## src/rtl/hdlc_tx_pkg.sv

```systemverilog
package hdlc_tx_pkg;

    typedef enum logic [2:0] {
        ST_IDLE,
        ST_DATA,
        ST_CRC,
        ST_CLOSE,
        ST_ABORT,
        ST_XABORT
    } tx_state_t;

    typedef enum logic [1:0] {
        UR_ABORT    = 2'b00,
        UR_XABORT   = 2'b01,
        UR_FLAG     = 2'b10,
        UR_CRC_FLAG = 2'b11
    } urun_act_t;

    localparam logic [7:0] FLAG_PATTERN = 8'h7E;
    localparam int         FLAG_BITS    = 8;

endpackage

```

## src/rtl/hdlc_tx_crc.sv

```systemverilog
module hdlc_tx_crc #(
    parameter int            CRC_W = 16,
    parameter logic [15:0]   POLY  = 16'h8408
) (
    input  logic clk,
    input  logic rst_n,
    input  logic init,
    input  logic upd,
    input  logic din,
    input  logic shift,
    output logic crc_bit
);
    logic [CRC_W-1:0] crc_q;

    always_ff @(posedge clk) begin
        if (!rst_n || init) begin
            crc_q <= '1;
        end else if (upd) begin
            crc_q <= {1'b0, crc_q[CRC_W-1:1]}
                     ^ ((crc_q[0] ^ din) ? POLY[CRC_W-1:0] : '0);
        end else if (shift) begin
            crc_q <= {1'b1, crc_q[CRC_W-1:1]};
        end
    end

    // The check sequence goes out complemented, low bit first.
    assign crc_bit = ~crc_q[0];

endmodule

```

## src/rtl/hdlc_tx_ones.sv

```systemverilog
module hdlc_tx_ones #(
    parameter int RUN = 5
) (
    input  logic clk,
    input  logic rst_n,
    input  logic en,
    input  logic clr,
    input  logic bit_in,
    output logic stuff_due
);
    localparam int OW = $clog2(RUN + 1);

    logic [OW-1:0] ones_q;

    always_ff @(posedge clk) begin
        if (!rst_n || clr) begin
            ones_q <= '0;
        end else if (en) begin
            ones_q <= bit_in ? ones_q + 1'b1 : '0;
        end
    end

    assign stuff_due = (ones_q == OW'(RUN));

endmodule

```

## src/rtl/hdlc_tx_len.sv

```systemverilog
module hdlc_tx_len #(
    parameter int LEN_W = 16
) (
    input  logic             clk,
    input  logic             rst_n,
    input  logic             start,
    input  logic             inc,
    input  logic             lim_en,
    input  logic [LEN_W-1:0] limit,
    output logic             hit
);
    logic [LEN_W-1:0] count_q;

    always_ff @(posedge clk) begin
        if (!rst_n) begin
            count_q <= '0;
        end else if (start) begin
            count_q <= LEN_W'(1);
        end else if (inc) begin
            count_q <= count_q + 1'b1;
        end
    end

    assign hit = lim_en && (limit != '0) && (count_q == limit);

endmodule

```

## src/rtl/hdlc_tx.sv

```systemverilog
module hdlc_tx
    import hdlc_tx_pkg::*;
#(
    parameter int DATA_W      = 8,
    parameter int LEN_W       = 16,
    parameter int CRC_W       = 16,
    parameter int STUFF_RUN   = 5,
    parameter int ABORT_ONES  = 7,
    parameter int XABORT_ONES = 15
) (
    input  logic              clk,
    input  logic              rst_n,
    input  logic              bit_en,
    input  logic              cfg_crc_en,
    input  logic [1:0]        cfg_urun_act,
    input  logic              cfg_len_en,
    input  logic [LEN_W-1:0]  cfg_len,
    input  logic              s_valid,
    input  logic [DATA_W-1:0] s_data,
    input  logic              s_last,
    output logic              s_ready,
    output logic              txd,
    output logic              frame_done,
    output logic              underrun
);
    localparam int MAXRUN = (CRC_W > XABORT_ONES) ? CRC_W : XABORT_ONES;
    localparam int CNT_W  = $clog2(MAXRUN > DATA_W ? MAXRUN : DATA_W);
    localparam int IDX_W  = $clog2(DATA_W);
    localparam int FIX_W  = $clog2(FLAG_BITS);

    tx_state_t         state, nstate;
    logic [CNT_W-1:0]  cnt_q, ncnt;
    logic [DATA_W-1:0] shreg_q;
    logic              last_q;
    logic              txd_q, bit_nxt;
    logic              done_q, done_nxt;
    logic              urun_q, urun_nxt;

    logic ready_c, load, first_byte;
    logic crc_upd, crc_shift, crc_bit;
    logic ones_en, ones_clr, stuff_due;
    logic len_hit;

    hdlc_tx_crc #(.CRC_W(CRC_W)) u_crc (
        .clk     (clk),
        .rst_n   (rst_n),
        .init    (first_byte),
        .upd     (crc_upd),
        .din     (bit_nxt),
        .shift   (crc_shift),
        .crc_bit (crc_bit)
    );

    hdlc_tx_ones #(.RUN(STUFF_RUN)) u_ones (
        .clk       (clk),
        .rst_n     (rst_n),
        .en        (ones_en),
        .clr       (ones_clr),
        .bit_in    (bit_nxt),
        .stuff_due (stuff_due)
    );

    hdlc_tx_len #(.LEN_W(LEN_W)) u_len (
        .clk    (clk),
        .rst_n  (rst_n),
        .start  (first_byte),
        .inc    (load && !first_byte),
        .lim_en (cfg_len_en),
        .limit  (cfg_len),
        .hit    (len_hit)
    );

    // State register
    always_ff @(posedge clk) begin
        if (!rst_n) state <= ST_IDLE;
        else        state <= nstate;
    end

    // Next state and per-bit controls
    always_comb begin
        nstate     = state;
        ncnt       = cnt_q;
        bit_nxt    = txd_q;
        ready_c    = 1'b0;
        load       = 1'b0;
        first_byte = 1'b0;
        crc_upd    = 1'b0;
        crc_shift  = 1'b0;
        ones_en    = 1'b0;
        ones_clr   = 1'b0;
        done_nxt   = 1'b0;
        urun_nxt   = 1'b0;
        if (bit_en) begin
            unique case (state)
                ST_IDLE: begin
                    ones_clr = 1'b1;
                    bit_nxt  = FLAG_PATTERN[cnt_q[FIX_W-1:0]];
                    if (cnt_q == CNT_W'(FLAG_BITS - 1)) begin
                        ncnt    = '0;
                        ready_c = 1'b1;
                        if (s_valid) begin
                            load       = 1'b1;
                            first_byte = 1'b1;
                            nstate     = ST_DATA;
                        end
                    end else begin
                        ncnt = cnt_q + 1'b1;
                    end
                end
                ST_DATA: begin
                    ones_en = 1'b1;
                    if (stuff_due) begin
                        bit_nxt = 1'b0;
                    end else begin
                        bit_nxt = shreg_q[cnt_q[IDX_W-1:0]];
                        crc_upd = 1'b1;
                        if (cnt_q == CNT_W'(DATA_W - 1)) begin
                            ncnt = '0;
                            if (last_q || len_hit) begin
                                nstate = cfg_crc_en ? ST_CRC : ST_CLOSE;
                            end else begin
                                ready_c = 1'b1;
                                if (s_valid) begin
                                    load = 1'b1;
                                end else begin
                                    urun_nxt = 1'b1;
                                    unique case (urun_act_t'(cfg_urun_act))
                                        UR_ABORT:    nstate = ST_ABORT;
                                        UR_XABORT:   nstate = ST_XABORT;
                                        UR_FLAG:     nstate = ST_CLOSE;
                                        UR_CRC_FLAG: nstate = ST_CRC;
                                    endcase
                                end
                            end
                        end else begin
                            ncnt = cnt_q + 1'b1;
                        end
                    end
                end
                ST_CRC: begin
                    ones_en = 1'b1;
                    if (stuff_due) begin
                        bit_nxt = 1'b0;
                    end else begin
                        bit_nxt   = crc_bit;
                        crc_shift = 1'b1;
                        if (cnt_q == CNT_W'(CRC_W - 1)) begin
                            ncnt   = '0;
                            nstate = ST_CLOSE;
                        end else begin
                            ncnt = cnt_q + 1'b1;
                        end
                    end
                end
                ST_CLOSE: begin
                    ones_clr = 1'b1;
                    if (stuff_due) begin
                        bit_nxt = 1'b0;
                    end else begin
                        bit_nxt = FLAG_PATTERN[cnt_q[FIX_W-1:0]];
                        if (cnt_q == CNT_W'(FLAG_BITS - 1)) begin
                            ncnt     = '0;
                            done_nxt = 1'b1;
                            ready_c  = 1'b1;
                            if (s_valid) begin
                                load       = 1'b1;
                                first_byte = 1'b1;
                                nstate     = ST_DATA;
                            end else begin
                                nstate = ST_IDLE;
                            end
                        end else begin
                            ncnt = cnt_q + 1'b1;
                        end
                    end
                end
                ST_ABORT: begin
                    ones_clr = 1'b1;
                    bit_nxt  = 1'b1;
                    if (cnt_q == CNT_W'(ABORT_ONES - 1)) begin
                        ncnt   = '0;
                        nstate = ST_IDLE;
                    end else begin
                        ncnt = cnt_q + 1'b1;
                    end
                end
                ST_XABORT: begin
                    ones_clr = 1'b1;
                    bit_nxt  = 1'b1;
                    if (cnt_q == CNT_W'(XABORT_ONES - 1)) begin
                        ncnt   = '0;
                        nstate = ST_IDLE;
                    end else begin
                        ncnt = cnt_q + 1'b1;
                    end
                end
                default: begin
                    nstate = ST_IDLE;
                    ncnt   = '0;
                end
            endcase
        end
    end

    // Output and datapath registers
    always_ff @(posedge clk) begin
        if (!rst_n) begin
            cnt_q   <= '0;
            shreg_q <= '0;
            last_q  <= 1'b0;
            txd_q   <= 1'b1;
            done_q  <= 1'b0;
            urun_q  <= 1'b0;
        end else begin
            cnt_q  <= ncnt;
            txd_q  <= bit_nxt;
            done_q <= done_nxt;
            urun_q <= urun_nxt;
            if (load) begin
                shreg_q <= s_data;
                last_q  <= s_last;
            end
        end
    end

    assign s_ready    = ready_c;
    assign txd        = txd_q;
    assign frame_done = done_q;
    assign underrun   = urun_q;

endmodule

```

## config.mk

```make
export PLATFORM = sky130hd
export DESIGN_NAME = hdlc_tx
export DESIGN_NICKNAME = d
export VERILOG_FILES = /design/src/rtl/hdlc_tx_pkg.sv /design/src/rtl/hdlc_tx_crc.sv /design/src/rtl/hdlc_tx_ones.sv /design/src/rtl/hdlc_tx_len.sv /design/src/rtl/hdlc_tx.sv
export SDC_FILE = /design/constraint.sdc
export NUM_CORES = 1
export LEC_CHECK = 0
export BUFFER_PORTS_ARGS = -buffer_cell sky130_fd_sc_hd__buf_2
export CAP_MARGIN = 25
export CORE_MARGIN = 2
export CORE_UTILIZATION = 58
export CTS_CLUSTER_SIZE = 10
export DETAILED_ROUTE_END_ITERATION = 7
export GPL_ROUTABILITY_DRIVEN = 0
export PLACE_DENSITY = 0.81
export SETUP_SLACK_MARGIN = 0.4
export SLEW_MARGIN = 10
export SYNTH_ARGS = -nofsm -noshare
export SYNTH_HDL_FRONTEND = slang
export SYNTH_SLANG_ARGS = --single-unit
```

## constraint.sdc

```tcl
create_clock -name clk -period 2.9 [get_ports clk]
set_input_delay 0.29 -clock clk [delete_from_list [all_inputs] [get_ports clk]]
set_output_delay 0.29 -clock clk [all_outputs]
set_load 0.005 [all_outputs]
```

==> flow_metrics.env, run 1 <==
export IMPL_status="complete, no violations"
export IMPL_slew_violations=0
export IMPL_cp_num_buf_inv=1
export IMPL_grt_pass1_vias=2592
export IMPL_syn_area_um2=3020
export IMPL_ir_worst_vdd_mv=0.334
export IMPL_cp_required_ns=2.61
export IMPL_hold_path_class="primary input to register"
export IMPL_wl_per_cell_um=13.8
export IMPL_syn_num_nets=421
export IMPL_yosys_top_cells_area="dfxtp_1 36%, nand2_1 8.6%, nand3_1 4.1%"
export IMPL_first_iter_violations=278
export IMPL_fin_tns_setup_ns=0
export IMPL_die_w_um=76.2
export IMPL_start_util_pct=59.5
export IMPL_startpoint_type="register"
export IMPL_ant_nets=0
export IMPL_grt_max_degree=25
export IMPL_crit_fanout=6
export IMPL_tritoncts="built"
export IMPL_multi_input_comb_area_um2=1840
export IMPL_reg2reg_depth=9
export IMPL_drc=0
export IMPL_min_delay_start="s_data[3]"
export IMPL_cts_root_buf="clkbuf_8"
export IMPL_clock_latency_ns=0.31
export IMPL_ys_seq_area_share_pct=36.4
export IMPL_first_pass_iters=5
export IMPL_die_y_um=76.2
export IMPL_dp_hpwl_um=4820
export IMPL_cts_sinks=55
export IMPL_synthCells=379
export IMPL_via_per_inst=5.82
export IMPL_ys_ff_latch=55
export IMPL_cap_violations=0
export IMPL_ctsHoldBuffers=0
export IMPL_htreeDepth=2
export IMPL_fin_crit_ns=2.56
export IMPL_path_class="register to output pin"
export IMPL_top_level_ports=37
export IMPL_rsz0062_at_grt="true"
export IMPL_critPathTopFamily="simple AND/OR/NAND/NOR gates"
export IMPL_n_fill_cell=453
export IMPL_worstMarginPinSlew_ns=0.720
export IMPL_vias=2828
export IMPL_arrival_ns=2.27
export IMPL_synth_edf_count=0
export IMPL_ys_async_sr_fraction_pct=0
export IMPL_setup_viol=0
export IMPL_wirelength_um=6730
export IMPL_p_per_area_nw_per_um2=381
export IMPL_endpoint_kind="output pin"
export IMPL_yosysUniqueCellTypes=53
export IMPL_die_area_um2=5800
export IMPL_port_buffers=36
export IMPL_ys_flop_type="dfxtp_1"
export IMPL_r2r_end="u_len.count_q[0]"
export IMPL_rows=26
export IMPL_fin_crit_sh_pct=88.1
export IMPL_ys_warn_count=0
export IMPL_fp_coreArea_um2=5070
export IMPL_critical_path_cell_chain="xor2_2, nor4_1, nand3_1, or4_4, and3_4, nor3_4, nor4_2, buf_2"
export IMPL_max_clock_path_buffers=2
export IMPL_max_slew_margin_rel_pct=51.6
export IMPL_register_area_um2=1110
export IMPL_drive_above_1_share_pct=18.0
export IMPL_yosysTopAreaCell="dfxtp_1"
export IMPL_cts_buffers=5
export IMPL_syn_to_final_growth_pct=13.8
export IMPL_synth_top_area_share_pct=36.4
export IMPL_hold_end="shreg_q[3]"
export IMPL_final_util_pct=67.8
export IMPL_slowest_delay_ns=0.51
export IMPL_p_leak_nw=1.37
export IMPL_fin_skew_ns=0.00529
export IMPL_antenna_found_initial=0
export IMPL_diodes=0
export IMPL_grt_pass1_wl_um=11600
export IMPL_slowest_stage="or4_4"
export IMPL_syn_area_per_cell_um2=7.97
export IMPL_fmax_ghz=0.391
export IMPL_hold_violations=0
export IMPL_final_net_count=457
export IMPL_r2r_slack_ns=0.50
export IMPL_grt_total_usage_pct=23.9
export IMPL_clk_pin_slew_worst_paths_ns=0.10
export IMPL_timing_rr_start="u_len.count_q[3]"
export IMPL_min_path_cells=3
export IMPL_overflow=0
-- cell usage after synthesis, types with 2 or more instances --
library cell   n
a21boi_0       2
a21boi_1       8
a21oi_1       20
a31oi_1        5
a41o_1         2
and2_1         5
and3_1         4
buf_2          3
buf_6          3
clkbuf_1      11
dfxtp_1       55
ha_1           9
inv_1         10
mux2i_1        3
mux4_2         2
nand2_1       69
nand2b_1       6
nand3_1       25
nand4_1        8
nor2_1        29
nor2b_1        5
nor3_1         7
nor4_1         9
o21a_1         2
o21ai_0       13
o311ai_0       4
o31ai_1        4
or3_1          8
or4_1          4
xnor2_1       14
xor2_1         8
-- worst min-delay path, cell delays in order --
cell and delay [ns]:
buf_2 0.09, nand2_1 0.04, a21boi_1 0.05
-- cells in the final DEF (no fill, tap or decap), types with 5 or more instances in the layout --
master    instances
dfxtp_1          52
inv_1            10
a21oi_1          20
nor3_1            6
nor2b_1           5
o21ai_0          13
nand2_1          69
and2_1            5
buf_2            36
ha_1              9
xor2_1            7
or3_1             8
a31oi_1           5
nand4_1           8
nor4_1            8
nand3_1          25
buf_4            10
a21boi_1          8
xnor2_1          14
nor2_1           29
nand2b_1          5
clkbuf_8          5
-- metal layers --
metal	track usage (%)	part of all wire, %	vias up
met5	0	0	-
met3	3.08	5.6	15
met1	31.7	46	1304
met2	40.6	47	97
met4	7.64	1.7	0
li1	-	-	1412
-- worst max path at each step --
| stage | startpoint | depth (start not counted) | endpoint |
|---|---|---|---|
| after floorplan | cnt_q[1] | 8 | u_len.count_q[2] |
| after global placement | cfg_len[3] | 9 | s_ready |
| after detailed placement | cfg_len[3] | 8 | u_len.count_q[13] |
| after CTS | u_len.count_q[8] | 8 | s_ready |
| after global routing | u_len.count_q[3] | 8 | s_ready |
| final | u_len.count_q[3] | 8 | s_ready |
-- power breakdown --
group	internal [W]	leakage (nW)	total (W)	switching, W
sequential	0.000759	0.446	0.000764	0.00000414
clock	0.000175	0.0489	0.000441	0.000266
combinational	0.0000483	0.875	0.000106	0.0000575
-- flip-flops by register name (all words and copies together), names as in the netlist, named ones only --
name and count:
u_crc.crc_q 16, u_len.count_q 16, shreg_q 8, cnt_q 4
state 3, u_ones.ones_q 3, frame_done 1, last_q 1
txd 1, underrun 1
-- layout make-up --
type	instances	area share [%]
Inverter	10	1.09
Tap cell	70	2.55
Clock inverter	3	0.655
Timing Repair Buffer	47	8.00
Clock buffer	5	2.00
Multi-Input combinational cell	296	53.5
Sequential cell	55	32.2
-- repair_timing --
action                     CTS  global route
resized for setup            4            11
pin swaps                    2             6
setup endpoints to repair    5            14
buffers inserted             1             2
-- logic make-up after synthesis --
family,synth area share (%)
compound gates,16.1
xor+xnor,6.38
fa+ha+maj,3.73
buf+inv,4.47
flops,36.4
mux,2.86
simple gates,30.1
-- through the flow --
| stage | setup WS [ns] | hold WS [ns] | instance area (µm²) | instances | power, W |
|---|---|---|---|---|---|
| 2_1_floorplan | 0.597 | 0.368 | 3020 | 379 | 0.000836 |
| 3_3_place_gp | 0.345 | 0.436 | 3260 | 475 | 0.000884 |
| 3_5_place_dp | 0.313 | 0.446 | 3260 | 475 | 0.000886 |
| 4_1_cts | 0.348 | 0.204 | 3370 | 484 | 0.00132 |
| 5_1_grt | 0.291 | 0.218 | 3440 | 486 | 0.00135 |
| 6_report | 0.344 | 0.204 | 3440 | 486 | 0.00131 |
No activity file was read; power rests on OpenSTA's default activity.
==> run 2: changes to the inputs <==
--- a/config.mk
+++ b/config.mk
@@ -8,11 +8,11 @@
 export BUFFER_PORTS_ARGS = -buffer_cell sky130_fd_sc_hd__buf_2
 export CAP_MARGIN = 25
 export CORE_MARGIN = 2
-export CORE_UTILIZATION = 58
+export CORE_UTILIZATION = 50
 export CTS_CLUSTER_SIZE = 10
 export DETAILED_ROUTE_END_ITERATION = 7
 export GPL_ROUTABILITY_DRIVEN = 0
-export PLACE_DENSITY = 0.81
+export PLACE_DENSITY = 0.71
 export SETUP_SLACK_MARGIN = 0.4
 export SLEW_MARGIN = 10
 export SYNTH_ARGS = -nofsm -noshare
==> constraint.sdc (replaced) <==
create_clock -name clk -period 2.6 [get_ports clk]
set_input_delay 0.26 -clock clk [delete_from_list [all_inputs] [get_ports clk]]
set_output_delay 0.26 -clock clk [all_outputs]
set_load 0.005 [all_outputs]
==> run 2 against run 1 <==
Net effect:
- wire length up 14%
- first-iteration DRC count down 4.3%
- register-to-register slack worse by 0.26 ns
- combinational power up 26%
- global-route usage down 0.69 points
- count of clock-buffer cells in the layout unchanged
- cell count up 6.2%
- critical path depth unchanged
- setup slack worse by 0.29 ns
- non-clock buffer count up 23
- clock skew up 0.0060 ns
- largest cell class unchanged
- highest routed layer unchanged
==> flow_metrics.env, run 2 (synthesized netlist as in run 1, its figures left out) <==
export IMPL_first_pass_iters=4
export IMPL_overflow=0
export IMPL_n_fill_cell=504
export IMPL_drc=0
export IMPL_rows=28
export IMPL_worstMarginPinSlew_ns=0.454
export IMPL_r2r_end="u_len.count_q[2]"
export IMPL_p_per_area_nw_per_um2=412
export IMPL_final_cells=516
export IMPL_max_clock_path_buffers=2
export IMPL_antenna_found_initial=0
export IMPL_grt_max_degree=22
export IMPL_cts_sinks=55
export IMPL_r2r_slack_ns=0.24
export IMPL_min_path_cells=3
export IMPL_die_area_um2=6680
export IMPL_fp_coreArea_um2=5890
export IMPL_first_iter_violations=266
export IMPL_wirelength_um=7700
export IMPL_finalPower_w=0.00158
export IMPL_dpl_instance_area_um2=3320
export IMPL_status="complete, no violations"
export IMPL_diodes=0
export IMPL_reg_largest_list="u_crc.crc_q x16, u_len.count_q x16, shreg_q x8"
export IMPL_cap_violations=0
export IMPL_grt_pass1_wl_um=12200
export IMPL_max_slew_margin_rel_pct=69.6
export IMPL_hold_path_class="primary input to register"
export IMPL_top_layer_used="met4"
export IMPL_hold_ws_ns=0.180
export IMPL_clk_pin_slew_worst_paths_ns=0.11
export IMPL_slowest_stage="or4_4"
export IMPL_slowest_delay_ns=0.45
export IMPL_grt_pass1_vias=2750
export IMPL_port_buffers=36
export IMPL_via_per_inst=5.67
export IMPL_crit_fanout=4
export IMPL_ant_nets=0
export IMPL_timing_rr_start="u_len.count_q[8]"
export IMPL_startpoint_type="register"
export IMPL_cts_root_buf="clkbuf_8"
export IMPL_die_y_um=81.7
export IMPL_cp_required_ns=2.34
export IMPL_dp_cells=488
export IMPL_critical_path_cell_chain="xor2_1, nor4_1, nand3_1, or4_4, and3_4, nor3_4, nor4_2, buf_2"
export IMPL_fin_crit_sh_pct=98.1
export IMPL_wl_met3_um=287
export IMPL_arrival_ns=2.29
export IMPL_cp_depth=8
export IMPL_m1WireLength_um=3330
export IMPL_hold_end="shreg_q[6]"
export IMPL_endpoint_kind="output pin"
export IMPL_path_class="register to output pin"
export IMPL_final_common_cell="nand2_1"
export IMPL_fmax_ghz=0.392
export IMPL_ctsHoldBuffers=0
export IMPL_layout_common_cells="69 x nand2_1, 49 x dfxtp_1, 36 x buf_2, 29 x nor2_1, 27 x buf_4"
export IMPL_p_leak_nw=1.53
export IMPL_drive_above_1_share_pct=26.8
export IMPL_min_delay_start="s_data[6]"
export IMPL_design_area_um2=3830
export IMPL_tritoncts="built"
export IMPL_fin_skew_ns=0.0112
export IMPL_reg2reg_depth=9
export IMPL_clock_latency_ns=0.32
export IMPL_syn_to_final_growth_pct=26.7
export IMPL_wl_per_cell_um=14.9
export IMPL_hold_violations=0
export IMPL_setup_viol=0
export IMPL_cp_num_buf_inv=1
export IMPL_start_util_pct=51.3
export IMPL_die_w_um=81.7
export IMPL_htreeDepth=2
export IMPL_cts_buffers=5
export IMPL_vias=2928
export IMPL_dp_hpwl_um=5090
export IMPL_critPathTopFamily="simple AND/OR/NAND/NOR gates"
export IMPL_rsz0062_at_grt="true"
export IMPL_grt_total_usage_pct=23.2
export IMPL_final_net_count=482
export IMPL_dr_wl_met2_um=3990
export IMPL_fin_crit_ns=2.55
export IMPL_top_level_ports=37
export IMPL_ir_worst_vdd_mv=0.349
export IMPL_slew_violations=0
## run 2: changes by cell type in the layout (fill, tap and decap cells not counted), moves of 3 or more
cell | before | now
a21oi_1 | 20 | 17
o21ai_1 | 1 | 4
o21ai_0 | 13 | 8
buf_6 | 0 | 4
buf_4 | 10 | 27
a21oi_4 | 1 | 4
dfxtp_1 | 52 | 49
## run 2: worst max path at each step
stage,startpoint,endpoint,slack [ns]
after floorplan,cnt_q[1],u_len.count_q[14],0.41
after global placement,cfg_len[15],u_len.count_q[5],0.18
final,u_len.count_q[8],s_ready,0.05
after global routing,u_len.count_q[8],s_ready,-0.03
after CTS,u_len.count_q[3],s_ready,0.04
after detailed placement,cfg_len[15],u_len.count_q[5],0.07
## run 2: worst min-delay path, stage by stage
cell and delay, ns:
buf_2 0.09, nand2_1 0.05, a21boi_1 0.05
## run 2: where the power goes
group | total (W) | internal (W) | switching, W | leakage (nW)
Clock | 0.000594 | 0.000293 | 0.000301 | 0.0587
Combinational | 0.000134 | 0.0000628 | 0.0000710 | 1.02
Sequential | 0.000850 | 0.000846 | 0.00000416 | 0.448
Total | 0.00158 | 0.00120 | 0.000376 | 1.53
## run 2: through the flow
stage	setup WS, ns	setup TNS (ns)	utilization, %
global route	-0.0282	-0.0282	65.1
detailed placement	0.0705	0	56.5
floorplan	0.412	0	-
CTS	0.0444	0	61.7
global placement	0.178	0	56.5
finish	0.0495	0	65.1
## run 2: repair_timing
item                                    4_1_cts  5_1_grt
resized for setup                            23       35
buffers inserted                              9        9
endpoints found under the hold margin         0        0
endpoints found under the setup margin       42       36
pin swaps                                     6       22
cloned                                        2        0
## run 2: area by class of cell
cell class	count	area (µm²)	share of cell area, %
Clock buffer	5	68.8	1.80
Clock inverter	3	47.5	1.24
Inverter	10	37.5	0.980
Multi-Input combinational cell	298	1990	52.0
Sequential cell	55	1110	29.1
Tap cell	75	93.8	2.45
Timing Repair Buffer	70	478	12.5
## run 2: per-layer routing
layer  global-route usage, %  up-vias
met5                       0        -
met1                    29.7     1391
met2                    41.0       59
li1                        -     1470
met4                    5.67        0
met3                    3.19        8
==> run 3: changes to the inputs <==
--- a/config.mk
+++ b/config.mk
@@ -12,6 +12,7 @@
 export CTS_CLUSTER_SIZE = 10
 export DETAILED_ROUTE_END_ITERATION = 7
 export GPL_ROUTABILITY_DRIVEN = 0
+export MAX_ROUTING_LAYER = met4
 export PLACE_DENSITY = 0.71
 export SETUP_SLACK_MARGIN = 0.4
 export SLEW_MARGIN = 10
==> run 3 against run 2 <==
Net effect:
- sequential cell count unchanged
- wire length up 0.35%
- worst hold slack better by 0.00068 ns
- via count up 0.75%
- cell count unchanged
- clock power about the same
- count of clock-buffer cells in the layout unchanged
- setup slack better by 0.0052 ns
- critical path depth unchanged
- sequential power about the same
- combinational power about the same
- critical endpoint unchanged
- largest power group unchanged
- highest routed layer unchanged
==> flow_metrics.env, run 3 (synthesized netlist as in run 1, its figures left out) <==
export IMPL_htreeDepth=2
export IMPL_p_int_w=0.00120
export IMPL_grt_pass1_wl_um=12200
export IMPL_arrival_ns=2.29
export IMPL_design_area_um2=3830
export IMPL_via_per_inst=5.72
export IMPL_hold_violations=0
export IMPL_clockPowerShare_pct=37.7
export IMPL_dp_hpwl_um=5090
export IMPL_ir_worst_vdd_mv=0.348
export IMPL_p_leak_nw=1.53
export IMPL_max_clock_path_buffers=2
export IMPL_diodes=0
export IMPL_path_class="register to output pin"
export IMPL_cts_sinks=55
export IMPL_fin_crit_sh_pct=97.9
export IMPL_n_fill_cell=504
export IMPL_combPwrFrac_pct=8.4
export IMPL_endpoint_kind="output pin"
export IMPL_reg_largest_list="u_crc.crc_q x16, u_len.count_q x16, shreg_q x8"
export IMPL_fin_crit_ns=2.55
export IMPL_grt_max_degree=22
export IMPL_cts_buffers=5
export IMPL_p_per_area_nw_per_um2=413
export IMPL_final_common_cell="nand2_1"
export IMPL_worstMarginPinSlew_ns=0.465
export IMPL_cp_required_ns=2.34
export IMPL_cts_root_buf="clkbuf_8"
export IMPL_startpoint_type="register"
export IMPL_share_seq_of_total_power_pct=53.8
export IMPL_die_y_um=81.7
export IMPL_tritoncts="built"
export IMPL_top_level_ports=37
export IMPL_setup_slack_ns=0.0547
export IMPL_reg2reg_depth=9
export IMPL_dpl_instance_area_um2=3320
export IMPL_hold_path_class="primary input to register"
export IMPL_clock_latency_ns=0.32
export IMPL_die_area_um2=6680
export IMPL_multi_input_comb_area_um2=1990
export IMPL_start_util_pct=51.3
export IMPL_grt_pass1_vias=2750
export IMPL_syn_to_final_growth_pct=26.7
export IMPL_die_w_um=81.7
export IMPL_fin_skew_ns=0.0118
export IMPL_drive_above_1_share_pct=26.8
export IMPL_ant_nets=0
export IMPL_setup_viol=0
export IMPL_status="complete, no violations"
export IMPL_overflow=0
export IMPL_fp_coreArea_um2=5890
export IMPL_register_area_um2=1110
export IMPL_grt_total_usage_pct=23.8
export IMPL_final_net_count=482
export IMPL_first_pass_iters=4
export IMPL_wl_per_cell_um=15.0
export IMPL_cap_violations=0
export IMPL_p_switching_w=0.000379
export IMPL_first_iter_violations=197
export IMPL_clk_pin_slew_worst_paths_ns=0.11
export IMPL_pre_cts_slack_ns=0.0705
export IMPL_layout_common_cells="69 x nand2_1, 49 x dfxtp_1, 36 x buf_2, 29 x nor2_1, 27 x buf_4"
export IMPL_ctsHoldBuffers=0
export IMPL_wirelength_um=7720
export IMPL_min_path_cells=3
export IMPL_antenna_found_initial=0
export IMPL_crit_fanout=4
export IMPL_slew_violations=0
export IMPL_drc=0
export IMPL_rsz0062_at_grt="true"
export IMPL_vias=2950
export IMPL_port_buffers=36
export IMPL_max_slew_margin_rel_pct=68.9
export IMPL_switching_share_pct=24.0
export IMPL_fmax_ghz=0.393
export IMPL_rows=28
## run 3: layer usage
layer / part of all wire, % / global-route usage [%] / up-vias / wire [µm]
met5: 0 / - / - / 0
met4: 1.1 / 5.67 / 0 / 83
met3: 3.9 / 2.97 / 7 / 304
met2: 52 / 41.0 / 64 / 4050
met1: 43 / 29.8 / 1411 / 3290
li1: - / - / 1468 / -
## run 3: per-stage QoR
stage | cells | power, W | util, % | hold WS [ns] | TNS [ns]
3_3_place_gp | 488 | 0.000989 | 56.5 | 0.437 | 0
4_1_cts | 507 | 0.00157 | 61.7 | 0.178 | 0
5_1_grt | 516 | 0.00163 | 65.1 | 0.170 | -0.0229
6_report | 516 | 0.00158 | 65.1 | 0.181 | 0
2_1_floorplan | 379 | 0.000933 | - | 0.338 | 0
3_5_place_dp | 488 | 0.000992 | 56.5 | 0.448 | 0
## run 3: layout make-up
cell class,count,share of cell area [%]
clock buffers,5,1.80
clock inverters,3,1.24
inverters,10,0.980
multi-input cells,298,52.0
flip-flops and latches,55,29.1
well taps,75,2.45
repair buffers,70,12.5
## run 3: path summary, 6_finish.rpt
check / to / from / slack (ns)
max: s_ready / u_len.count_q[8] / 0.05
min: shreg_q[6] / s_data[6] / 0.18
max reg2reg: u_len.count_q[2] / u_len.count_q[8] / 0.24
min reg2reg: shreg_q[6] / shreg_q[6] / 0.46
## run 3: power groups by stage
stage          combinational, W  clock [W]  sequential [W]
6_report               0.000134   0.000597        0.000850
4_1_cts                0.000125   0.000598        0.000851
3_3_place_gp           0.000118          0        0.000871
5_1_grt                0.000147   0.000634        0.000852
3_5_place_dp           0.000120          0        0.000871
2_1_floorplan         0.0000612          0        0.000872
## run 3: what timing repair did
| action | CTS | global route |
|---|---|---|
| buffers inserted | 9 | 9 |
| gates resized for setup | 23 | 35 |
| pin swaps | 6 | 22 |
| setup endpoints to repair | 42 | 36 |
| gates cloned | 2 | 0 |
## run 3: critical path: stages, from the launching register on
cell and delay (ns):
dfxtp_4 0.37, xor2_1 0.14, nor4_1 0.31, nand3_1 0.11
or4_4 0.44, and3_4 0.22, nor3_4 0.18, nor4_2 0.05
buf_2 0.13
